## src/rtl/gpio_mask_pkg.sv

```systemverilog
// Package: shared offsets, unlock key and register-select type for the
// address-masked GPIO port. Assumes a 12-bit byte-offset bus, 32-bit data.
package gpio_mask_pkg;
    localparam int ADDR_W = 12;
    localparam int DATA_W = 32;

    localparam logic [ADDR_W-1:0] OFS_DIR    = 12'h400;
    localparam logic [ADDR_W-1:0] OFS_DEN    = 12'h51C;
    localparam logic [ADDR_W-1:0] OFS_LOCK   = 12'h520;
    localparam logic [ADDR_W-1:0] OFS_COMMIT = 12'h524;

    localparam logic [DATA_W-1:0] UNLOCK_KEY = 32'h4C4F434B;

    typedef enum logic [2:0] {
        SEL_NONE,
        SEL_DATA,
        SEL_DIR,
        SEL_DEN,
        SEL_LOCK,
        SEL_COMMIT
    } reg_sel_e;

    // Map an offset to a register; the data window spans offsets whose bits
    // above the mask field are all zero.
    function automatic reg_sel_e decode_ofs(input logic [ADDR_W-1:0] a,
                                            input int unsigned pins);
        reg_sel_e s;
        s = SEL_NONE;
        if ((a >> (pins + 2)) == '0)  s = SEL_DATA;
        else if (a == OFS_DIR)        s = SEL_DIR;
        else if (a == OFS_DEN)        s = SEL_DEN;
        else if (a == OFS_LOCK)       s = SEL_LOCK;
        else if (a == OFS_COMMIT)     s = SEL_COMMIT;
        return s;
    endfunction
endpackage

```

## src/rtl/gpio_in_sync.sv

```systemverilog
// Module: per-pin multi-stage synchroniser for asynchronous pin levels.
// Assumes STAGES >= 2 and small; all stages clear on synchronous reset.
module gpio_in_sync #(
    parameter int W      = 8,
    parameter int STAGES = 2
) (
    input  logic         clk,
    input  logic         rst_n,
    input  logic [W-1:0] raw_in,
    output logic [W-1:0] sync_out
);
    localparam int CNT_W = $clog2(STAGES + 1);

    logic [W-1:0] stage_q [STAGES];

    genvar g;
    generate
        for (g = 0; g < STAGES; g++) begin : g_stage
            if (g == 0) begin : g_first
                // Capture the raw pins into the first stage.
                always_ff @(posedge clk) begin
                    if (!rst_n) stage_q[0] <= '0;
                    else        stage_q[0] <= raw_in;
                end
            end else begin : g_next
                // Shift the level one stage further.
                always_ff @(posedge clk) begin
                    if (!rst_n) stage_q[g] <= '0;
                    else        stage_q[g] <= stage_q[g-1];
                end
            end
        end
    endgenerate

    assign sync_out = stage_q[STAGES-1];

    // Count edges since reset so the latency check starts once history exists.
    logic [CNT_W-1:0] warm_q;
    always_ff @(posedge clk) begin
        if (!rst_n)                          warm_q <= '0;
        else if (warm_q != CNT_W'(STAGES))   warm_q <= warm_q + 1'b1;
    end


    sync_latency_chk: assert property (@(posedge clk) disable iff (!rst_n)
        (warm_q == CNT_W'(STAGES)) |-> (sync_out == $past(raw_in, STAGES)))
        else $error("synchroniser latency mismatch");
endmodule

```

## src/rtl/gpio_lock_ctl.sv

```systemverilog
// Module: key lock and commit register. The port starts locked; the key
// unlocks it, any other lock write relocks it. Commit writes need the unlock.
module gpio_lock_ctl
    import gpio_mask_pkg::*;
#(
    parameter int W = 8
) (
    input  logic              clk,
    input  logic              rst_n,
    input  logic              lock_wr,
    input  logic              commit_wr,
    input  logic [DATA_W-1:0] wdata,
    output logic              locked,
    output logic [W-1:0]      commit
);
    localparam logic [W-1:0] COMMIT_RST = {{(W-1){1'b1}}, 1'b0};

    // Track lock state from lock-register writes.
    always_ff @(posedge clk) begin
        if (!rst_n)       locked <= 1'b1;
        else if (lock_wr) locked <= (wdata != UNLOCK_KEY);
    end

    // Load the commit mask only while unlocked.
    always_ff @(posedge clk) begin
        if (!rst_n)                    commit <= COMMIT_RST;
        else if (commit_wr && !locked) commit <= wdata[W-1:0];
    end


    unlock_key_chk: assert property (@(posedge clk) disable iff (!rst_n)
        (lock_wr && wdata == UNLOCK_KEY) |=> !locked)
        else $error("key did not unlock");


    relock_chk: assert property (@(posedge clk) disable iff (!rst_n)
        (lock_wr && wdata != UNLOCK_KEY) |=> locked)
        else $error("non-key write did not relock");


    commit_locked_chk: assert property (@(posedge clk) disable iff (!rst_n)
        (commit_wr && locked) |=> $stable(commit))
        else $error("commit changed while locked");
endmodule

```

## src/rtl/gpio_cfg_reg.sv

```systemverilog
// Module: one per-pin configuration register (direction or digital enable).
// Bits whose commit bit is 0 keep their value on writes.
module gpio_cfg_reg #(
    parameter int W = 8
) (
    input  logic         clk,
    input  logic         rst_n,
    input  logic         wr_en,
    input  logic [W-1:0] wr_data,
    input  logic [W-1:0] commit,
    output logic [W-1:0] q
);
    // Merge the write into committed bits only.
    always_ff @(posedge clk) begin
        if (!rst_n)     q <= '0;
        else if (wr_en) q <= (q & ~commit) | (wr_data & commit);
    end


    protect_bits_chk: assert property (@(posedge clk) disable iff (!rst_n)
        wr_en |=> (((q ^ $past(q)) & ~$past(commit)) == '0))
        else $error("protected configuration bit changed");


    commit_bits_chk: assert property (@(posedge clk) disable iff (!rst_n)
        wr_en |=> ((q & $past(commit)) == ($past(wr_data) & $past(commit))))
        else $error("committed bit not written");


    idle_hold_chk: assert property (@(posedge clk) disable iff (!rst_n)
        !wr_en |=> $stable(q))
        else $error("configuration changed without a write");
endmodule

```

## src/rtl/gpio_mask_port.sv

```systemverilog
// Module: top of the address-masked GPIO port. Decodes the register bus,
// holds the data latch, forms pin drive and enable, and muxes read data.
// Assumes a single-cycle bus: writes at the clock edge, reads combinational.
module gpio_mask_port
    import gpio_mask_pkg::*;
#(
    parameter int PIN_W       = 8,
    parameter int SYNC_STAGES = 2
) (
    input  logic              clk,
    input  logic              rst_n,
    input  logic [ADDR_W-1:0] bus_addr,
    input  logic              bus_we,
    input  logic [DATA_W-1:0] bus_wdata,
    output logic [DATA_W-1:0] bus_rdata,
    input  logic [PIN_W-1:0]  pin_in,
    output logic [PIN_W-1:0]  pin_out,
    output logic [PIN_W-1:0]  pin_oe
);
    localparam int MASK_LO = 2;
    localparam int MASK_HI = MASK_LO + PIN_W - 1;

    reg_sel_e         sel;
    logic [PIN_W-1:0] acc_mask;
    logic [PIN_W-1:0] data_q;
    logic [PIN_W-1:0] dir_q;
    logic [PIN_W-1:0] den_q;
    logic [PIN_W-1:0] commit;
    logic [PIN_W-1:0] pin_sync;
    logic [PIN_W-1:0] pin_view;
    logic             locked;

    // Decode the access and pull the pin mask out of the address.
    always_comb begin
        sel      = decode_ofs(bus_addr, PIN_W);
        acc_mask = bus_addr[MASK_HI:MASK_LO];
    end

    gpio_lock_ctl #(.W(PIN_W)) i_lock (
        .clk       (clk),
        .rst_n     (rst_n),
        .lock_wr   (bus_we && sel == SEL_LOCK),
        .commit_wr (bus_we && sel == SEL_COMMIT),
        .wdata     (bus_wdata),
        .locked    (locked),
        .commit    (commit)
    );

    gpio_cfg_reg #(.W(PIN_W)) i_dir (
        .clk     (clk),
        .rst_n   (rst_n),
        .wr_en   (bus_we && sel == SEL_DIR),
        .wr_data (bus_wdata[PIN_W-1:0]),
        .commit  (commit),
        .q       (dir_q)
    );

    gpio_cfg_reg #(.W(PIN_W)) i_den (
        .clk     (clk),
        .rst_n   (rst_n),
        .wr_en   (bus_we && sel == SEL_DEN),
        .wr_data (bus_wdata[PIN_W-1:0]),
        .commit  (commit),
        .q       (den_q)
    );

    gpio_in_sync #(.W(PIN_W), .STAGES(SYNC_STAGES)) i_sync (
        .clk      (clk),
        .rst_n    (rst_n),
        .raw_in   (pin_in),
        .sync_out (pin_sync)
    );

    // Update only the masked bits of the data latch on a data write.
    always_ff @(posedge clk) begin
        if (!rst_n)
            data_q <= '0;
        else if (bus_we && sel == SEL_DATA)
            data_q <= (data_q & ~acc_mask) | (bus_wdata[PIN_W-1:0] & acc_mask);
    end

    // Drive pins from the latch; enable only digital outputs.
    always_comb begin
        pin_out = data_q;
        pin_oe  = dir_q & den_q;
    end

    // Per-pin read view: latch for outputs, gated synchronised level for inputs.
    always_comb begin
        pin_view = (dir_q & data_q) | (~dir_q & pin_sync & den_q);
    end

    // Select read data by register.
    always_comb begin
        bus_rdata = '0;
        unique case (sel)
            SEL_DATA:   bus_rdata[PIN_W-1:0] = pin_view & acc_mask;
            SEL_DIR:    bus_rdata[PIN_W-1:0] = dir_q;
            SEL_DEN:    bus_rdata[PIN_W-1:0] = den_q;
            SEL_LOCK:   bus_rdata[0]         = locked;
            SEL_COMMIT: bus_rdata[PIN_W-1:0] = commit;
            default:    bus_rdata            = '0;
        endcase
    end


    masked_write_chk: assert property (@(posedge clk) disable iff (!rst_n)
        (bus_we && sel == SEL_DATA) |=>
            (((pin_out ^ $past(pin_out)) & ~$past(acc_mask)) == '0))
        else $error("unmasked output bit changed");


    data_hold_chk: assert property (@(posedge clk) disable iff (!rst_n)
        !(bus_we && sel == SEL_DATA) |=> $stable(pin_out))
        else $error("output changed without a data write");


    unmasked_read_chk: assert property (@(posedge clk) disable iff (!rst_n)
        (sel == SEL_DATA) |-> ((bus_rdata[PIN_W-1:0] & ~acc_mask) == '0))
        else $error("unmasked bit returned data");
endmodule

```

## config.mk

```make
export PLATFORM = sky130hd
export DESIGN_NAME = gpio_mask_port
export DESIGN_NICKNAME = d
export VERILOG_FILES = /design/src/rtl/gpio_mask_pkg.sv /design/src/rtl/gpio_in_sync.sv /design/src/rtl/gpio_lock_ctl.sv /design/src/rtl/gpio_cfg_reg.sv /design/src/rtl/gpio_mask_port.sv
export SDC_FILE = /design/constraint.sdc
export NUM_CORES = 1
export LEC_CHECK = 0
export BUFFER_PORTS_ARGS = -buffer_cell sky130_fd_sc_hd__buf_2
export CORE_MARGIN = 3
export CORE_UTILIZATION = 42
export CTS_CLUSTER_DIAMETER = 50
export DETAILED_ROUTE_END_ITERATION = 7
export GPL_ROUTABILITY_DRIVEN = 0
export HOLD_SLACK_MARGIN = 0.02
export PLACE_DENSITY = 0.8
export SLEW_MARGIN = 30
export SYNTH_ARGS = -nofsm -noshare
export SYNTH_HDL_FRONTEND = slang
export SYNTH_SLANG_ARGS = --single-unit
```

## constraint.sdc

```tcl
create_clock -name clk -period 2.1 [get_ports clk]
set_input_delay 0.315 -clock clk [delete_from_list [all_inputs] [get_ports clk]]
set_output_delay 0.315 -clock clk [all_outputs]
set_load 0.01 [all_outputs]
```

==> results.ini, run 1 <==
[clock_tree]
htree_num_levels=2
clkLatencyLatePin_ns=0.30
cts_tree=done
cts_root_buf=clkbuf_8
hold_buffers=0
clk_path_buf_depth=2
numCtsBuffers=5
clkTransAtPathRegs_ns=0.09
cts.sinks=49

[detailed_routing]
first_pass_iters=4
drc=0
drtIter0Drc=146
viasPerCell=5.14
met1_length_mm=2.92
vias=2445
wl_met2_mm=3.26
routedWlPerCell_um=14.5
highest_layer=met4
drtAntennaViolNets=0
routed-wl-met3_um=625
drt_wl_total_mm=6.89

[floorplan]
start_util_pct=43.8
pin_count=103
dieHeight_um=84.8
die_area_um2=7200
die_w_um=84.8
core-area_um2=5960
num_rows=28

[setup_path]
crit_arrival_ns=1.85
endpoint_kind=output port
cp_max_fo=5
crit_required_ns=1.78
rr_endpoint=i_lock.commit[6]$_SDFFE_PN1P_
cp-start-kind=primary input
r2r_cells=5
r2r_start=i_lock.locked$_SDFFE_PN1P_
crit_type=in -> out
regToRegSetupSlack_ns=0.77

[timing]
final_max_slew_viol_count=0
skew_ns=0.00699
hold_viol_final=0
fin_crit_sh_pct=103
fmax_mhz=463
setup_viol_count_final=2
setup_slack_ns=-0.0613
rsz0062_at_grt=true
period_needed_ns=2.16

[cells_and_area]
synthToLayoutAreaGrowth_pct=29.6
postLayoutCoreUtil_pct=56.8
drive_gt1_share_pct=34.2
antennaDiodeCount=0
postLayoutCellArea_um2=3380
nNetsFinal=455

[power]
max-vdd-ir-drop_uv=360
power_frac_clock_pct=33.9
powerDensity_nw_per_um2=521
leakage_nw=1.67
p_seq_share_pct=53.9
p_sw_share_pct=24.1
p_int_mw=1.34
switching_power_uw=424
power_frac_comb_pct=12.2
power_mw=1.76

[synthesis]
synthCells=300
yosysSeqAreaShare_pct=37.6
synth.distinct_cells=39
syn_area_per_cell_um2=8.70
synth_seq_cells=49
synthesis.yosys.warnings=0
syn_area_um2=2610

[min_path]
holdCritStartpoint=pin_in[7]
worst_hold_path.num_cells=2
min_to=i_sync.stage_q[0][7]$_SDFF_PN0_
hp-class=in -> reg

[global_routing]
grt_max_degree=58
antenna_found_initial=0
grtUsageTotal_pct=19.5
grt_pass1_wl_mm=11.4
grt_pass1_vias=2418
gr-total-overflow=0

[run_status]
status=finished, violations left
violations=setup timing

[placed_design]
io_buffer_count=78
dp_slack_ns=-0.151
dpl_cell_area_um2=3170
dp_hpwl_mm=5.27

[flow_run]
drv_cap=0

==> layer usage <==
metal,vias up,GRT usage [%]
met4,0,5.47
met5,-,0
met2,119,32.0
met1,1126,25.3
li1,1193,-
met3,7,5.34
==> cells in the final DEF, fill, tap and decap left out, drive strengths merged <==
cell type / Yosys / routed
a21oi: 2 / 2
nor4: 7 / 7
clkbuf: 12 / 7
nor2b: 9 / 9
a2111o: 1 / 1
conb: 1 / 24
and3b: 1 / 1
nor2: 4 / 4
nand4: 2 / 2
or3b: 2 / 2
or3: 1 / 1
and4: 1 / 1
nand2: 61 / 61
dfxtp: 49 / 49
buf: 26 / 108
a22oi: 1 / 1
or4bb: 1 / 1
and4b: 7 / 7
nand3: 15 / 15
a31oi: 2 / 2
o31ai: 1 / 1
and2: 24 / 24
nand4b: 2 / 2
a2bb2oi: 1 / 1
a32oi: 2 / 2
mux2i: 32 / 32
o21ai: 14 / 14
nor4b: 3 / 3
or2: 1 / 1
clkinv: 0 / 1
nor3b: 3 / 3
nand3b: 4 / 4
and3: 6 / 6
nor3: 1 / 1
or4: 1 / 1
==> synth_stat cells <==
cell        n  area [µm²]
buf_2       1        5.00
or2_2       1        6.26
nor4_2      2        25.0
nand4b_1    2        17.5
nand2_1    61         229
or4bb_1     1        11.3
conb_1      1        3.75
nand3_1    15        75.1
clkbuf_1   12        45.0
and3b_1     1        8.76
o21ai_0     9        45.0
o21ai_1     5        25.0
buf_4      24         180
a32oi_1     2        17.5
and4_1      1        8.76
nor4_1      2        12.5
and4b_1     7        70.1
a2bb2oi_1   1        8.76
nor3_1      1        5.00
and2_1     24         150
and3_1      6        37.5
nor4_4      3        63.8
nor2_1      4        15.0
nor4b_1     3        26.3
nand3b_1    4        30.0
a22oi_1     1        7.51
a2111o_1    1        11.3
or3_1       1        6.26
nor3b_1     3        22.5
mux2i_1    32         320
nand4_1     2        12.5
buf_6       1        11.3
or4_4       1        11.3
or3b_2      2        17.5
a31oi_1     2        12.5
nor2b_1     9        56.3
dfxtp_1    49         981
a21oi_1     2        10.0
o31ai_1     1        7.51
==> cell families after synthesis <==
| family | after synthesis | synth area share [%] |
|---|---|---|
| DFF | 49 | 37.6 |
| other | 1 | 0.144 |
| buffers and inverters | 38 | 9.25 |
| muxes | 32 | 12.3 |
| AOI/OAI and AO/OA | 24 | 5.56 |
| and+or+nand+nor | 156 | 35.2 |
==> timing repair <==
action | 4_1_cts | 5_1_grt
pin swaps | 4 | 0
gates resized for setup | 9 | 15
endpoints found under the setup margin | 8 | 8
setup buffers | 0 | 1
gates cloned | 0 | 0
==> power groups by stage <==
stage                     registers, mW  clock network [mW]  logic (mW)
after global placement            0.972                   0       0.197
after CTS                         0.951               0.613       0.209
after floorplan                   0.973                   0       0.130
final                             0.951               0.597       0.215
after detailed placement          0.973                   0       0.201
after global routing              0.953               0.649       0.236
==> worst max-delay path: stages <==
cell and delay [ns]:
buf_6 0.09, or4_4 0.61, a2111o_1 0.33, nor3b_4 0.16, a31oi_1 0.17, buf_2 0.16
==> cell type report <==
class | count | area [µm²]
fill | 535 | 2570
multi-input combinational | 236 | 1560
clock inverter | 1 | 5.00
tap | 75 | 93.8
clock buffer | 7 | 96.3
timing repair buffer | 108 | 651
sequential | 49 | 981
==> how the worst max path moves through the flow <==
| stage | end | start |
|---|---|---|
| floorplan | bus_rdata[1] | bus_addr[6] |
| global placement | bus_rdata[1] | bus_addr[9] |
| detailed placement | bus_rdata[1] | bus_addr[9] |
| CTS | bus_rdata[1] | bus_addr[0] |
| global route | bus_rdata[3] | bus_addr[0] |
| finish | bus_rdata[1] | bus_addr[0] |
==> metrics by stage <==
step	std cells	hold slack (ns)	TNS, ns
finish	476	0.211	-0.102
CTS	475	0.209	-0.0939
global placement	467	0.412	-0.556
global route	476	0.212	-0.234
floorplan	323	0.406	0
detailed placement	467	0.413	-0.813
(Power assumes the default switching activity.)
==> inputs of run 2 (changes only) <==
--- a/config.mk
+++ b/config.mk
@@ -5,6 +5,7 @@
 export SDC_FILE = /design/constraint.sdc
 export NUM_CORES = 1
 export LEC_CHECK = 0
+export ABC_AREA = 1
 export BUFFER_PORTS_ARGS = -buffer_cell sky130_fd_sc_hd__buf_2
 export CORE_MARGIN = 3
 export CORE_UTILIZATION = 42
@@ -12,7 +13,7 @@
 export DETAILED_ROUTE_END_ITERATION = 7
 export GPL_ROUTABILITY_DRIVEN = 0
 export HOLD_SLACK_MARGIN = 0.02
-export PLACE_DENSITY = 0.8
+export PLACE_DENSITY = 0.76
 export SLEW_MARGIN = 30
 export SYNTH_ARGS = -nofsm -noshare
 export SYNTH_HDL_FRONTEND = slang
==> constraint.sdc (replaced) <==
create_clock -name clk -period 2.3 [get_ports clk]
set_input_delay 0.345 -clock clk [delete_from_list [all_inputs] [get_ports clk]]
set_output_delay 0.345 -clock clk [all_outputs]
set_load 0.01 [all_outputs]
==> results.ini, run 2 <==
[synthesis]
synthCells=452
synth_edf_count=0
yosysMostFrequentCell=nand2_1
synth.area.top_cells=dfxtp_1 34%, nand2_1 16%, nand4_1 8.9%
synthTopCellsByCount=122 x nand2_1, 65 x inv_1, 59 x nor2_1, 49 x dfxtp_1, 41 x nand4_1
synth_top_family_by_area=simple AND/OR/NAND/NOR gates
syn_area_um2=2890
syn_area_per_cell_um2=6.39
synth_flop_cell=dfxtp_1
yosysSeqAreaShare_pct=33.9
synthXorXnorAreaFrac_pct=0
synth-simple-area-share_pct=44.0
async_flop_share_pct=0
synth_compound_area_share_pct=4.11
synthesis.yosys.warnings=0
synth_mux_area_share_pct=0
synth_fa_ha_area_share_pct=0
synth_top_area_share_pct=33.9
synth_seq_cells=49
synth.distinct_cells=26
synth_largest_area_cell=dfxtp_1

[clock_tree]
clkTransAtPathRegs_ns=0.08
cts_tree=done
cts.sinks=49
htree_num_levels=2
cts_setup_buffers=0
ctsResizeCount=0
hold_buffers=0
clkLatencyLatePin_ns=0.30
clk_path_buf_depth=2
cts_root_buf=clkbuf_8
numCtsBuffers=5

[cells_and_area]
synthToLayoutAreaGrowth_pct=15.8
postLayoutCoreUtil_pct=51.6
drive_gt1_share_pct=20.9
n_fill_cell=671
layout_common_cells=122 x nand2_1, 78 x buf_2, 65 x inv_1
antennaDiodeCount=0
nNetsFinal=586
layout_commonest_cell=nand2_1

[detailed_routing]
drtIter0Drc=178
routedWlPerCell_um=13.1
drtAntennaViolNets=0
viasPerCell=5.09
first_pass_iters=4
vias=3094
drc=0
drt_wl_total_mm=7.95

[setup_path]
cpPeakStageDelay_ns=0.43
r2r_start=i_lock.locked$_SDFFE_PN1P_
critPathMostFrequentCell=nand2_1
endpoint_kind=output port
path_delay_family=simple AND/OR/NAND/NOR gates
cp_slowest_cell=nor2_2
cp-start-kind=primary input
cp_num_buf_inv=2
crit_path_start=bus_addr[1]
cp_max_fo=8
crit_arrival_ns=1.70
crit_type=in -> out
crit_required_ns=1.96
cp_cell_sequence=buf_2 -> nor2_2 -> nand2_1 -> nor2_2 -> nand3_1 -> nand2_1 -> nor2_1 -> nand2_1 -> buf_2

[timing]
setup_viol_count_final=0
final_max_slew_viol_count=0
finalSetupTns_ns=0
skew_ns=0.00614
fmax_mhz=488
hold_viol_final=0
setup_slack_ns=0.253
rsz0062_at_grt=false
slew_headroom_pct=49.8
fin_crit_sh_pct=89.0
worst_slew_pin_slew_ns=0.750
period_needed_ns=2.05
hold_slack_ns=0.218

[power]
max-vdd-ir-drop_uv=389
leakage_nw=1.86
powerDensity_nw_per_um2=472

[min_path]
holdCritStartpoint=pin_in[4]
hp-class=in -> reg

[run_status]
status=finished clean

[global_routing]
antenna_found_initial=0
grt_pass1_vias=2872
gr-total-overflow=0
grtUsageTotal_pct=20.5
grt_max_degree=32
grt_pass1_wl_mm=12.9

[floorplan]
die_w_um=89.0
num_rows=29
die_area_um2=7910
pin_count=103
dieHeight_um=89.0
core-area_um2=6490
start_util_pct=44.5

[flow_run]
drv_cap=0

[placed_design]
io_buffer_count=78
dp_hpwl_mm=5.84
dp_slack_ns=0.216

[run 2: routing by layer]
layer | routed length [µm] | share of wire [%] | GRT usage [%] | vias to the layer above
met5 | 0 | 0 | 0 | -
met4 | 162 | 2.0 | 8.66 | 0
met3 | 768 | 9.7 | 4.33 | 12
met2 | 3700 | 47 | 34.7 | 166
met1 | 3320 | 42 | 25.4 | 1366
li1 | - | - | - | 1550
[run 2: worst paths after layout]
| kind | endpoint | depth (start not counted) | slack [ns] |
|---|---|---|---|
| min | i_sync.stage_q[0][4]$_SDFF_PN0_ | 3 | 0.22 |
| min reg2reg | i_sync.stage_q[1][2]$_SDFF_PN0_ | 2 | 0.42 |
| max reg2reg | i_lock.commit[6]$_SDFFE_PN1P_ | 4 | 1.24 |
| max | bus_rdata[0] | 9 | 0.25 |
[run 2: worst register-to-register path, stage by stage (launching register included)]
cell and delay (ns):
dfxtp_1 0.35, nor2_1 0.19, nand4_4 0.21, nand2_1 0.11, nand3_1 0.08
[run 2: per-stage QoR]
step	power [mW]	std cells	area, µm²
after global placement	1.07	601	3260
after floorplan	1.02	475	2980
final	1.58	608	3350
after detailed placement	1.08	601	3260
after CTS	1.59	608	3350
after global routing	1.65	608	3350
[run 2: logic make-up (layout without fill, tap and decap cells)]
| kind of cell | Yosys count | after routing |
|---|---|---|
| AO/OA/AOI/OAI | 20 | 20 |
| buffers and inverters | 105 | 161 |
| other | 1 | 24 |
| AND/OR/NAND/NOR | 277 | 277 |
| flip-flops | 49 | 49 |
[run 2: area by class of cell]
type | instances | area (µm²) | area share, %
tap | 77 | 96.3 | 2.88
clock buffer | 7 | 86.3 | 2.58
timing repair buffer | 85 | 443 | 13.2
multi-input combinational | 321 | 1480 | 44.2
sequential | 49 | 981 | 29.3
inverter | 69 | 260 | 7.77
[run 2: power breakdown]
part | switching (mW) | internal [mW]
Clock | 0.280 | 0.239
Sequential | 0.00559 | 0.864
Combinational | 0.128 | 0.0617
